## src/rtl/arb_pkg.sv

```systemverilog
package arb_pkg;
  localparam int DEF_SLOTS  = 8;
  localparam int DEF_LEVELS = 4;
  localparam int DEF_VEC_W  = 9;
endpackage

```

## src/rtl/low_pick.sv

```systemverilog
// Keeps only the lowest set bit: nearest slot wins.
module low_pick #(
  parameter int W = 8
) (
  input  logic [W-1:0] req_i,
  output logic [W-1:0] pick_o
);
  assign pick_o = req_i & (~req_i + W'(1));
endmodule

```

## src/rtl/bus_grant_ctrl.sv

```systemverilog
module bus_grant_ctrl #(
  parameter int N_SLOTS = 8
) (
  input  logic               clk_i,
  input  logic               rst_ni,
  input  logic [N_SLOTS-1:0] bus_req_i,
  input  logic               cycle_done_i,
  output logic [N_SLOTS-1:0] bus_gnt_o
);
  logic [N_SLOTS-1:0] gnt_q, pick;
  logic               may_switch;

  low_pick #(.W(N_SLOTS)) u_pick (.req_i(bus_req_i), .pick_o(pick));

  // Switch only when idle or at end of the running cycle.
  assign may_switch = (gnt_q == '0) || cycle_done_i;

  always_ff @(posedge clk_i or negedge rst_ni) begin
    if (!rst_ni)         gnt_q <= '0;
    else if (may_switch) gnt_q <= pick;
  end

  assign bus_gnt_o = gnt_q;

  AST_GNT_ONEHOT: assert property (@(posedge clk_i) disable iff (!rst_ni)
    $onehot0(gnt_q));
  AST_GNT_IDLE_TAKE: assert property (@(posedge clk_i) disable iff (!rst_ni)
    (gnt_q == '0 && bus_req_i != '0) |=> (gnt_q != '0));
  AST_GNT_HOLD: assert property (@(posedge clk_i) disable iff (!rst_ni)
    (gnt_q != '0 && !cycle_done_i) |=> $stable(gnt_q));
  AST_GNT_RELEASE: assert property (@(posedge clk_i) disable iff (!rst_ni)
    (cycle_done_i && bus_req_i == '0) |=> (gnt_q == '0));
endmodule

```

## src/rtl/irq_fielder.sv

```systemverilog
module irq_fielder #(
  parameter int N_SLOTS  = 8,
  parameter int N_LEVELS = 4,
  parameter int VEC_W    = 9,
  localparam int LVL_W   = $clog2(N_LEVELS)
) (
  input  logic                       clk_i,
  input  logic                       rst_ni,
  input  logic [N_SLOTS-1:0]         irq_req_i,
  input  logic [N_SLOTS*LVL_W-1:0]   irq_lvl_i,
  input  logic [N_SLOTS*VEC_W-1:0]   irq_vec_i,
  input  logic [LVL_W-1:0]           cpu_prio_i,
  output logic [N_SLOTS-1:0]         irq_ack_o,
  output logic                       vec_vld_o,
  output logic [VEC_W-1:0]           vec_o,
  output logic [LVL_W-1:0]           vec_lvl_o
);
  logic [N_SLOTS-1:0]  elig, at_best, win_oh, ack_q;
  logic [N_LEVELS-1:0] lvl_seen;
  logic [LVL_W-1:0]    best_lvl, lvl_q;
  logic [VEC_W-1:0]    win_vec, vec_q;
  logic                found, held_req;

  for (genvar k = 0; k < N_SLOTS; k++) begin : g_slot
    assign elig[k]    = irq_req_i[k] && (irq_lvl_i[k*LVL_W +: LVL_W] > cpu_prio_i);
    assign at_best[k] = elig[k] && (irq_lvl_i[k*LVL_W +: LVL_W] == best_lvl);
  end

  for (genvar l = 0; l < N_LEVELS; l++) begin : g_lvl
    logic [N_SLOTS-1:0] on_lvl;
    for (genvar k = 0; k < N_SLOTS; k++) begin : g_cmp
      assign on_lvl[k] = elig[k] && (irq_lvl_i[k*LVL_W +: LVL_W] == LVL_W'(l));
    end
    assign lvl_seen[l] = |on_lvl;
  end

  // Highest level present wins first.
  always_comb begin
    best_lvl = '0;
    for (int l = 0; l < N_LEVELS; l++)
      if (lvl_seen[l]) best_lvl = LVL_W'(l);
  end

  assign found = |elig;

  low_pick #(.W(N_SLOTS)) u_pick (.req_i(at_best), .pick_o(win_oh));

  always_comb begin
    win_vec = '0;
    for (int k = 0; k < N_SLOTS; k++)
      if (win_oh[k]) win_vec = win_vec | irq_vec_i[k*VEC_W +: VEC_W];
  end

  assign held_req = |(ack_q & irq_req_i);

  always_ff @(posedge clk_i or negedge rst_ni) begin
    if (!rst_ni) begin
      ack_q <= '0;
      vec_q <= '0;
      lvl_q <= '0;
    end else if (ack_q == '0) begin
      if (found) begin
        ack_q <= win_oh;
        vec_q <= win_vec;
        lvl_q <= best_lvl;
      end
    end else if (!held_req) begin
      ack_q <= '0;
    end
  end

  assign irq_ack_o = ack_q;
  assign vec_vld_o = |ack_q;
  assign vec_o     = vec_q;
  assign vec_lvl_o = lvl_q;

  AST_ACK_ONEHOT: assert property (@(posedge clk_i) disable iff (!rst_ni)
    $onehot0(ack_q));
  AST_ACK_ABOVE_PRIO: assert property (@(posedge clk_i) disable iff (!rst_ni)
    (ack_q == '0 && found) |=> (lvl_q > $past(cpu_prio_i)));
  AST_ACK_HOLD: assert property (@(posedge clk_i) disable iff (!rst_ni)
    (ack_q != '0 && held_req) |=> $stable(ack_q));
  AST_VEC_STABLE: assert property (@(posedge clk_i) disable iff (!rst_ni)
    (ack_q != '0 && held_req) |=> $stable(vec_q));
  AST_ACK_DROP: assert property (@(posedge clk_i) disable iff (!rst_ni)
    (ack_q != '0 && !held_req) |=> (ack_q == '0));
endmodule

```

## src/rtl/slot_arbiter.sv

```systemverilog
module slot_arbiter
  import arb_pkg::*;
#(
  parameter int N_SLOTS  = DEF_SLOTS,
  parameter int N_LEVELS = DEF_LEVELS,
  parameter int VEC_W    = DEF_VEC_W,
  localparam int LVL_W   = $clog2(N_LEVELS)
) (
  input  logic                     clk_i,
  input  logic                     rst_ni,
  input  logic [N_SLOTS-1:0]       bus_req_i,
  input  logic                     cycle_done_i,
  output logic [N_SLOTS-1:0]       bus_gnt_o,
  input  logic [N_SLOTS-1:0]       irq_req_i,
  input  logic [N_SLOTS*LVL_W-1:0] irq_lvl_i,
  input  logic [N_SLOTS*VEC_W-1:0] irq_vec_i,
  input  logic [LVL_W-1:0]         cpu_prio_i,
  output logic [N_SLOTS-1:0]       irq_ack_o,
  output logic                     vec_vld_o,
  output logic [VEC_W-1:0]         vec_o,
  output logic [LVL_W-1:0]         vec_lvl_o
);
  bus_grant_ctrl #(.N_SLOTS(N_SLOTS)) u_bus (
    .clk_i, .rst_ni, .bus_req_i, .cycle_done_i, .bus_gnt_o
  );

  irq_fielder #(.N_SLOTS(N_SLOTS), .N_LEVELS(N_LEVELS), .VEC_W(VEC_W)) u_irq (
    .clk_i, .rst_ni, .irq_req_i, .irq_lvl_i, .irq_vec_i, .cpu_prio_i,
    .irq_ack_o, .vec_vld_o, .vec_o, .vec_lvl_o
  );
endmodule

```

## config.mk

```make
export PLATFORM = sky130hd
export DESIGN_NAME = slot_arbiter
export DESIGN_NICKNAME = d
export VERILOG_FILES = /design/src/rtl/arb_pkg.sv /design/src/rtl/low_pick.sv /design/src/rtl/bus_grant_ctrl.sv /design/src/rtl/irq_fielder.sv /design/src/rtl/slot_arbiter.sv
export SDC_FILE = /design/constraint.sdc
export NUM_CORES = 1
export LEC_CHECK = 0
export ABC_AREA = 0
export BUFFER_PORTS_ARGS = -buffer_cell sky130_fd_sc_hd__buf_4
export CORE_UTILIZATION = 48
export CTS_CLUSTER_SIZE = 16
export DETAILED_ROUTE_END_ITERATION = 10
export PLACE_DENSITY = 0.83
export SYNTH_ARGS = -nofsm -noshare
export SYNTH_HDL_FRONTEND = slang
export SYNTH_SLANG_ARGS = --single-unit
```

## constraint.sdc

```tcl
create_clock -name clk_i -period 2.41 [get_ports clk_i]
set_input_delay 0.482 -clock clk_i [delete_from_list [all_inputs] [get_ports clk_i]]
set_output_delay 0.482 -clock clk_i [all_outputs]
set_load 0.1 [all_outputs]
```

==> impl_summary.md, run 1 <==
Synthesis
A synthesized cell averages approximately 8.3 um2. The number of instances in the synthesized netlist is approximately 360. The Yosys step of the flow raised 0 warnings. Summing every instance area after synthesis gives 2990 um2.

Sorting the synthesized cells by area gives the leading types as dfrtp_1 23%, ha_1 6.7%, o2111ai_1 3.8%. The most used flip-flop cell after synthesis is dfrtp_1. The number of synthesized flops with an enable pin is 0.

The most common cell in the synthesized netlist is inv_1. The biggest area consumer among synthesized cells is dfrtp_1. In this run, distinct cell masters in the synthesized netlist total 67. Sorting the synthesized cells by how often they occur yields 30 x inv_1, 28 x nand2_1, 27 x dfrtp_1, 24 x nor2_1, 19 x o21ai_0. The post-synth net total is a little under 500.

The share of the synthesized area in the top cell type is 22.6%. The share of synthesized area occupied by flip-flops and latches is ~23%. In this run, synthesis produced a sequential element count of 27.

The share of flip-flops with an asynchronous set or reset after synthesis is 100%.

Timing
The worst endpoint after global-route timing repair is u_irq.vec_o[0]$_DFFE_PN0P_/D. After the last repair the worst path ends at a register data pin.

Global route
Global routing used approximately nine tenths of the available tracks. The largest net degree at the start of global routing is 28. Summed over all layers, the global routing overflow is around 330.

Place
Detailed placement ended at an HPWL of roughly 9700 um. The total of buffers placed on input and output ports is approximately 140. The worst slack at placement is -1450 ps. In this run, placement finished with an instance count of approximately 650. The routability congestion estimate is about 0.99. The placed standard-cell area is between 4000 and 5000 um2.

Clock network
In this run the clock root is driven by a clkbuf_8. The CTS H-tree depth is 1. The number of clock sinks is 27. TritonCTS created 3 clock buffers. The clock passes through at most 2 buffers. The post-cts hold buffer count is 0.

Status
The last stage reached is 5_1_grt. The flow did not finish. The first error in the log reads "[ERROR GRT-0232] Routing congestion too high. Check the congestion heatmap in the GUI".

Floorplan
The width of the die is between 80 and 90 um. The effective utilization at floorplan is around half. The count of boundary I/O pins is 137. The standard-cell row count is 28. The floorplan step set the die height to ~81 um.
[logic make-up after synthesis]
logic type / after synthesis / share of synthesized area [%]
mux: 1 / 0.376
flops: 27 / 22.6
fa+ha+maj: 16 / 6.69
compound gates: 146 / 39.8
simple gates: 124 / 23.6
buf+inv: 48 / 6.98
[per-layer routing]
| layer | global-route usage (%) | overflow |
|---|---|---|
| met1 | 80.8 | 1 |
| met3 | 64.3 | 1 |
| met4 | 110 | 113 |
| met5 | 14.2 | 0 |
| met2 | 114 | 216 |
[what timing repair did]
action | CTS
buffers inserted | 16
setup endpoints to repair | 19
resized for setup | 69
pin swaps | 26
cloned | 3
[per-stage QoR]
stage / hold slack, ps / util [%]
2_1_floorplan: 186 / -
3_3_place_gp: 408 / 81.3
3_5_place_dp: 414 / 81.3
4_1_cts: 104 / 91.3
==> inputs of run 2 (changes only) <==
Settings changed: CORE_UTILIZATION 48 to 40, CTS_CLUSTER_SIZE 16 to not set, PLACE_DENSITY 0.83 to not set, PLACE_DENSITY_LB_ADDON set to 0.15.
==> run 2 against run 1 <==
The flow now finishes, with violations (setup timing). Synthesized area unchanged. Synthesized cell count unchanged.
==> impl_summary.md, run 2 <==
Place
The half-perimeter wire length of the detailed placement result is 9660 um (about the same). The worst slack at placement was -1520 ps (-74.5 ps). The total of buffers placed on input and output ports is 136 (unchanged). The placed standard-cell area came to 5030 um2 (+3.9%). The routability congestion estimate is 0.924 (-6.5%).

Timing
The final count of negative-setup-slack endpoints is 17. Setup repair after global routing could not meet its margin everywhere. For the finished layout, the period the worst path requires is 3380 ps. Derived from the worst setup path, the maximum achievable clock frequency is around 300 MHz.

The actual transition at the worst max-transition pin is 716 ps. Dividing the final minimum period by the clock period gives 140%. The tightest hold path in the finished design has a slack of between 90 and 100 ps.

The final worst-path setup slack is -973 ps. The hold violation total from the final report was 0. The count of final max-slew check failures is 0. Between clock sinks in the finished design, the worst skew comes to approximately 5.9 ps. In this run the tightest slew margin relative to its limit is 52.3%.

Setup path
The worst register-to-register path begins at u_irq.irq_ack_o[4]$_DFFE_PN0P_. Data on the critical path is required at its endpoint by about 2600 ps. Together, buffers and inverters on the worst path number 6.

The data arrival at the endpoint of the critical path is approximately 3600 ps. Of all nets on the critical path, the largest fanout is 7. The worst setup path is captured at a flop.

The largest single stage delay on the critical path is around 400 ps. In this run the register-to-register setup slack is 290 ps. In this run the critical register-to-register path is captured at u_irq.vec_o[0]$_DFFE_PN0P_. The depth of the worst register-to-register path is 7. The cell occurring most often along the worst timing path is buf_6.

STA classifies the critical path startpoint as an input port. The cell type group with the largest total delay on the critical path is simple AND/OR/NAND/NOR gates. The critical-path cell with the highest stage delay is or3b_4.

By startpoint and endpoint, the worst setup path is classified as input port to flop. The signal on the critical path passes through buf_8, clkinvlp_4, buf_12, ha_4, a21boi_4, buf_4, o2111ai_1, nand4_1, nor4_2, o211a_1, or3b_4, buf_6, nor4_4, buf_6, a221oi_4, a31oi_1.

Drt
The remaining antenna violation count after routing is 0. For this run, design rule violations remaining after detail routing come to 0. The via-per-instance ratio is 5.88. The pre-antenna-repair detailed-routing pass consisted of 5 iterations. The per-cell routed wire length is around 19 um. The routed layout has about 4400 vias. For this block, the initial DRC count from the detailed router was 249. After detailed routing, the total wire length is approximately 14000 um.

Clock network
The post-cts hold buffer count is 0 (unchanged). The CTS H-tree depth is 1 (unchanged). Clock latency on the worst-skew pair, taken at its later pin, is around 280 ps. Clock-pin slew was measured on the worst setup and hold paths at ~100 ps.

TritonCTS built the clock tree. The library cell used as clock root buffer is clkbuf_8. The maximum count of clock buffers along a single path is 2 (unchanged). The number of buffers inserted during clock tree synthesis is 3 (unchanged). The number of clock sinks is 27 (unchanged).

Pwr
Sequential cells burn between 10 and 15% of the power. Internal power comes to 0.00224 W. The final total power is approximately 0.0051 W. The share of power burned in the clock network is between 5 and 6%.

The leakage power total is 2.76 nW. IR analysis of the VDD net gives a maximum drop of just over 1 mV. Dividing total power by cell area gives a power density of around 820 nW/um2.

The switching power is 0.00282 W. Of the total power, combinational logic draws roughly 80%. Net switching is between 50% and 60% of the power.

Synthesis
The share of synthesized area occupied by flip-flops and latches came to 22.6% (unchanged). The most instantiated flip-flop cell in the synthesis netlist is dfrtp_1. The post-synth net total is 487 (unchanged). The count of warnings emitted by yosys is 0 (unchanged). The number of instances in the synthesized netlist is 362 (unchanged). Counting instances in the post-synthesis netlist gives the leading cell types as 30 x inv_1, 28 x nand2_1, 27 x dfrtp_1, 24 x nor2_1, 19 x o21ai_0. By area the synthesized netlist is led by dfrtp_1 23%, ha_1 6.7%, o2111ai_1 3.8%. The area of the mapped netlist is 2990 um2 (unchanged). The number of synthesized flops with an enable pin was 0 (unchanged). The biggest area consumer among synthesized cells is dfrtp_1. The count of unique library cells instantiated by Yosys is 67 (unchanged). The average size of a mapped cell is 8.27 um2 (unchanged). The most common cell in the netlist is inv_1. The share of flip-flops with an asynchronous set or reset after synthesis is 100% (unchanged).

The number of synthesized register bits is 27 (unchanged). The share of the synthesized area in the top cell type is 22.6% (unchanged).

Layout
0 antenna diodes ended up in the layout. The register with the most flip-flops in the layout has 9 of them. The library cell used most frequently in the layout, excluding fill and tap cells, is buf_4. With fillers left out, the area of the finished cells amounts to approximately 6000 um2.

Cells fill roughly 84% of the core in the end. The final layout contains 768 nets. The share of final-layout standard cells stronger than drive strength 1 is between 60% and 70%. The area added between synthesis and finish is 105%. The library cells used most frequently in the layout, excluding fill and tap cells, are 262 x buf_4, 29 x inv_1, 26 x nand2_1, 26 x buf_6, 23 x nor2_1.

Global route
The total congestion overflow after global routing is 0. The initial antenna violation count is 0. The largest net degree at the start of global routing is 28. The wire length of the first global-routing pass is between 15000 and 20000 um. The via count of the first global-routing pass is between 4000 and 5000. The overall global routing resource usage is between 30% and 40%.

Floorplan
The overall die area is slightly below 8000 um2. The width of the die came to 88.5 um (+9.3%). The count of boundary I/O pins came to 137 (unchanged). The die height is 88.5 um (+9.3%). The standard-cell row count is 31 (+11%). The total area inside the core boundary comes to 7250 um2. The effective utilization at floorplan is 41.3% (-9.0 points).

Status
The checks that failed: setup timing. The flow ran to the end, but the final reports show violations.

Flow run
Max-cap violations in this run came to 0.

Hold path
The worst hold path belongs to the class input port to asynchronous set/reset pin.
run 2: cell counts after synthesis:
No cell type changed its count.
run 2: layer usage:
metal  up-vias  track usage, %  share of wire (%)
met2       204            60.0                 50
met1      2088            39.5                 40
met4         0            11.7                4.4
met3        58            4.76                5.7
met5         -               0                  0
li1       2007               -                  -
run 2: how the worst max path moves through the flow:
stage	start	endpoint	slack (ps)	depth (start not counted)
2_1_floorplan	cpu_prio_i[1]	u_irq.vec_o[0]$_DFFE_PN0P_	-680	12
3_3_place_gp	cpu_prio_i[1]	u_irq.vec_o[0]$_DFFE_PN0P_	-1450	14
3_5_place_dp	cpu_prio_i[1]	u_irq.vec_o[0]$_DFFE_PN0P_	-1520	14
4_1_cts	cpu_prio_i[1]	u_irq.vec_o[7]$_DFFE_PN0P_	-870	18
5_1_grt	cpu_prio_i[1]	u_irq.vec_o[6]$_DFFE_PN0P_	-1010	16
6_report	cpu_prio_i[1]	u_irq.vec_o[6]$_DFFE_PN0P_	-970	16
run 2: area by class of cell:
class	count	area (um2)
Multi-Input combinational cell	288	2810
Timing Repair Buffer	293	2340
Fill cell	417	1130
Sequential cell	27	696
Tap cell	99	124
Inverter	30	116
Clock buffer	3	41.3
Clock inverter	1	5.00
run 2: power by group through the flow:
stage                     Combinational, W  Clock (W)  Sequential, W
final                              0.00405   0.000269       0.000739
after global routing               0.00421   0.000286       0.000753
after CTS                          0.00370   0.000267       0.000732
after detailed placement           0.00326          0       0.000739
after global placement             0.00321          0       0.000739
after floorplan                    0.00120          0        0.00172
run 2: cell families after synthesis:
kind of cell | synth area share, %
compound gates | 39.8
fa+ha+maj | 6.69
buf+inv | 6.98
flops | 22.6
mux | 0.376
simple gates | 23.6
run 2: repair_timing:
item	CTS	global route
setup endpoints to repair	19	19
cloned	3	3
setup buffers	28	7
gates resized for setup	96	44
endpoints found under the hold margin	0	0
pin swaps	44	30
run 2: stage by stage:
| stage | cells | TNS, ps |
|---|---|---|
| 2_1_floorplan | 362 | -10680 |
| 3_3_place_gp | 696 | -21400 |
| 3_5_place_dp | 696 | -22990 |
| 4_1_cts | 731 | -12800 |
| 5_1_grt | 741 | -14680 |
| 6_report | 741 | -13650 |
Power figures use the tool's default switching activity.
==> inputs of run 3 (changes only) <==
Settings changed: GPL_TIMING_DRIVEN set to 0, RECOVER_POWER set to 50.
Clock period 2.41 ns to 3.5 ns, I/O delays scaled along.
==> run 3 against run 2 <==
The flow still finishes with violations (setup timing). Flip-flop and latch count unchanged. Clock power down 32%. Power down 42%. Critical path depth decreased by 1. Cell area decreased by 17%. Routed wire length fell by 9.8%. Count of clock-buffer cells in the layout stayed put. Critical path type unchanged. Critical endpoint is now u_irq.vec_o[0]$_DFFE_PN0P_. Largest power group unchanged.
==> impl_summary.md, run 3 (synthesis gave the netlist of run 2 again) <==
Status
The run finished, with violations left. The checks that failed: setup timing.

Setup path
The startpoint identified for the worst register-to-register timing path is u_irq.irq_ack_o[0]$_DFFE_PN0P_. The register-to-register setup slack is 930 ps (+640 ps). STA classifies the critical path endpoint as a flop. The data arrival at the endpoint of the critical path is 3790 ps (+210 ps). The worst register-to-register path ends at u_irq.vec_o[0]$_DFFE_PN0P_.

The depth of the worst register-to-register path was 7 (unchanged). The required time of the critical path was 3710 ps (+1100 ps). The category of the worst setup path launch point is an input port. The worst setup path is of the input port to flop kind.

The highest net fanout along the worst path is 10 (+3).

Drt
The first-iteration detailed-routing DRC count is 309 (+24%). The via-per-instance ratio is 6.26 (+6.4%). The number of vias after detailed routing is 3992 (-8.4%). The count of TritonRoute iterations in the first routing pass is 5 (unchanged). The count of unresolved DRC violations after routing is 0 (unchanged). The routed wire length is 12700 um (-9.8%). The per-cell routed wire length is 19.9 um (+4.7%). The remaining antenna violation count after routing is 0 (unchanged).

Pwr
The proportion of power drawn by flip-flops and latches is 16.7% (+2.1 points). The worst ir drop on vdd is 0.646 mV (-36%). The leakage power total came to 2.19 nW (-21%). The relative contribution of combinational cells to total power is 77.1% (-3.0 points).

The power density relative to cell area is 575 nW/um2 (-30%). The fraction of power spent switching nets came to 59.7% (+4.0 points). The share of power burned in the clock network is 6.2% (+0.9 points). The internal power contribution came to 0.00119 W (-47%). The switching power came to 0.00176 W (-38%).

Timing
The post-route clock period utilization is 102%. Based on the critical path, the design can be clocked at up to ~280 MHz. The count of final max-slew check failures came to 0 (unchanged).

The final worst-path setup slack is -79.2 ps (+894 ps). The summed negative setup slack over all endpoints was -191 ps (+13460 ps). The actual transition at the worst max-transition pin is 1480 ps (+763 ps). The final count of negative-setup-slack endpoints was 8 (-9).

The worst max-slew margin expressed relative to the limit was 1.44% (-51 points). The worst hold slack after final layout is 524 ps (+424 ps). The hold violation total from the final report is 0 (unchanged). Setup repair after global routing could not meet its margin everywhere. The time the worst path needs with I/O delays and setup is 3580 ps. The maximum clock skew at final layout is 11.1 ps (+5.28 ps).

Floorplan
The effective utilization at floorplan is 41.3% (unchanged). The overall die area is 7830 um2 (unchanged). The width of the die is 88.5 um (unchanged).

The die height was 88.5 um (unchanged). The core area is 7250 um2 (unchanged). The standard-cell row count is 31 (unchanged). The count of boundary I/O pins is 137 (unchanged).

Clock network
The worst-skew pair later-pin latency is 280 ps (about the same). TritonCTS built the clock tree. The number of clock sinks is 27 (unchanged). The CTS H-tree depth is 1 (unchanged). The maximum count of clock buffers along a single path came to 2 (unchanged).

The clock slew at the register clock pins of the worst setup and hold paths was 100 ps (about the same). The library cell used as clock root buffer is clkbuf_8. The number of buffers inserted during clock tree synthesis is 3 (unchanged).

Global route
The total congestion overflow after global routing was 0 (unchanged). The initial antenna violation count is 0 (unchanged). The largest net degree at the start of global routing is 28 (unchanged). The via count of the first global-routing pass is 3570 (-15%). The overall global routing resource usage was 28.7% (-4.3 points). The wire length of the first global-routing pass was 17500 um (-12%).

Place
The routability congestion estimate is 0.867 (-6.2%). The total of buffers placed on input and output ports was 136 (unchanged). The half-perimeter wire length of the detailed placement result is 8160 um (-16%). The number of cells after detailed placement is 597 (-14%).

Layout
The number of standard cells in the layout, taps in and fillers out is 638 (-14%). The share of final-layout standard cells stronger than drive strength 1 is 53.8% (-11 points). The share of the core filled with cells is 70.5% (-14 points).

The area added between synthesis and finish is 70.9%. The antenna cell count is 0 (unchanged). The library cells used most frequently in the layout, excluding fill and tap cells, are 173 x buf_4, 28 x inv_1, 27 x nand2_1, 27 x dfrtp_1, 22 x nor2_1.

The flip-flop count of the largest register, all copies and words added is 9 (unchanged). The number of nets in the layout was 665 (-13%). The most frequent standard cell in the layout excluding fill and tap cells is buf_4.

Hold path
The terminating pin of the worst hold path is u_bus.bus_gnt_o[4]$_DFFE_PN0P_. The number of cells traversed by the worst hold path is 2. The worst hold path belongs to the class flop to flop. The worst hold path startpoint is u_bus.bus_gnt_o[4]$_DFFE_PN0P_.

Flow run
The number of max-capacitance violations reported came to 0 (unchanged).
## run 3: repair_timing
| item | CTS | global route |
|---|---|---|
| pin swaps | 14 | 29 |
| resized for setup | 42 | 67 |
| endpoints found under the setup margin | 15 | 16 |
| setup buffers | 23 | 13 |
| hold buffers | 0 | 0 |
| cloned | 1 | 1 |
## run 3: through the flow
step	area [um2]	power [W]	setup slack (ps)
after CTS	4640	0.00277	-18.5
final	5110	0.00294	-79.2
after global routing	5110	0.00307	-135
after floorplan	2990	0.00196	160
after global placement	4140	0.00246	-635
after detailed placement	4140	0.00248	-689
## run 3: metal layers
layer  up-vias  part of all wire [%]  wire length, um  global-route usage (%)
met1      1919                    40             5040                    36.3
met5         -                     0                0                       0
met3        53                   7.0              887                    4.38
li1       1794                     -                -                       -
met2       226                    49             6240                    50.6
met4         0                   4.4              561                    8.36
## run 3: final cells by class
class	count	area [um2]
multi-input cells	287	2670
clock buffers	3	41.3
inverters	30	120
well taps	99	124
repair buffers	174	1350
plain buffers	17	131
fillers	552	2140
clock inverters	1	5.00
flip-flops and latches	27	676
## run 3: how the worst max path moves through the flow
stage	startpoint	end	slack (ps)
5_1_grt	irq_lvl_i[10]	u_irq.vec_o[0]$_DFFE_PN0P_	-130
2_1_floorplan	cpu_prio_i[1]	u_irq.vec_o[0]$_DFFE_PN0P_	160
4_1_cts	cpu_prio_i[1]	u_irq.vec_o[0]$_DFFE_PN0P_	-20
3_3_place_gp	cpu_prio_i[1]	u_irq.vec_o[0]$_DFFE_PN0P_	-640
6_report	cpu_prio_i[1]	u_irq.vec_o[0]$_DFFE_PN0P_	-80
3_5_place_dp	cpu_prio_i[1]	u_irq.vec_o[0]$_DFFE_PN0P_	-690
## run 3: worst max-delay path, cell delays in order
cell and delay (ps):
buf_6 70, clkinvlp_4 80, buf_12 160, ha_4 240, nor2b_4 130, o211ai_4 220
buf_4 170, o2111ai_4 130, or3_1 400, buf_4 210, o41ai_4 380, nor3_4 160
nor4b_2 310, o211ai_1 200, a31oi_1 210
## run 3: power by group through the flow
stage          logic (W)  registers, W  clock network [W]
6_report         0.00227      0.000491           0.000183
5_1_grt          0.00237      0.000502           0.000195
4_1_cts          0.00210      0.000489           0.000182
3_5_place_dp     0.00198      0.000491                  0
3_3_place_gp     0.00196      0.000495                  0
2_1_floorplan   0.000785       0.00118                  0
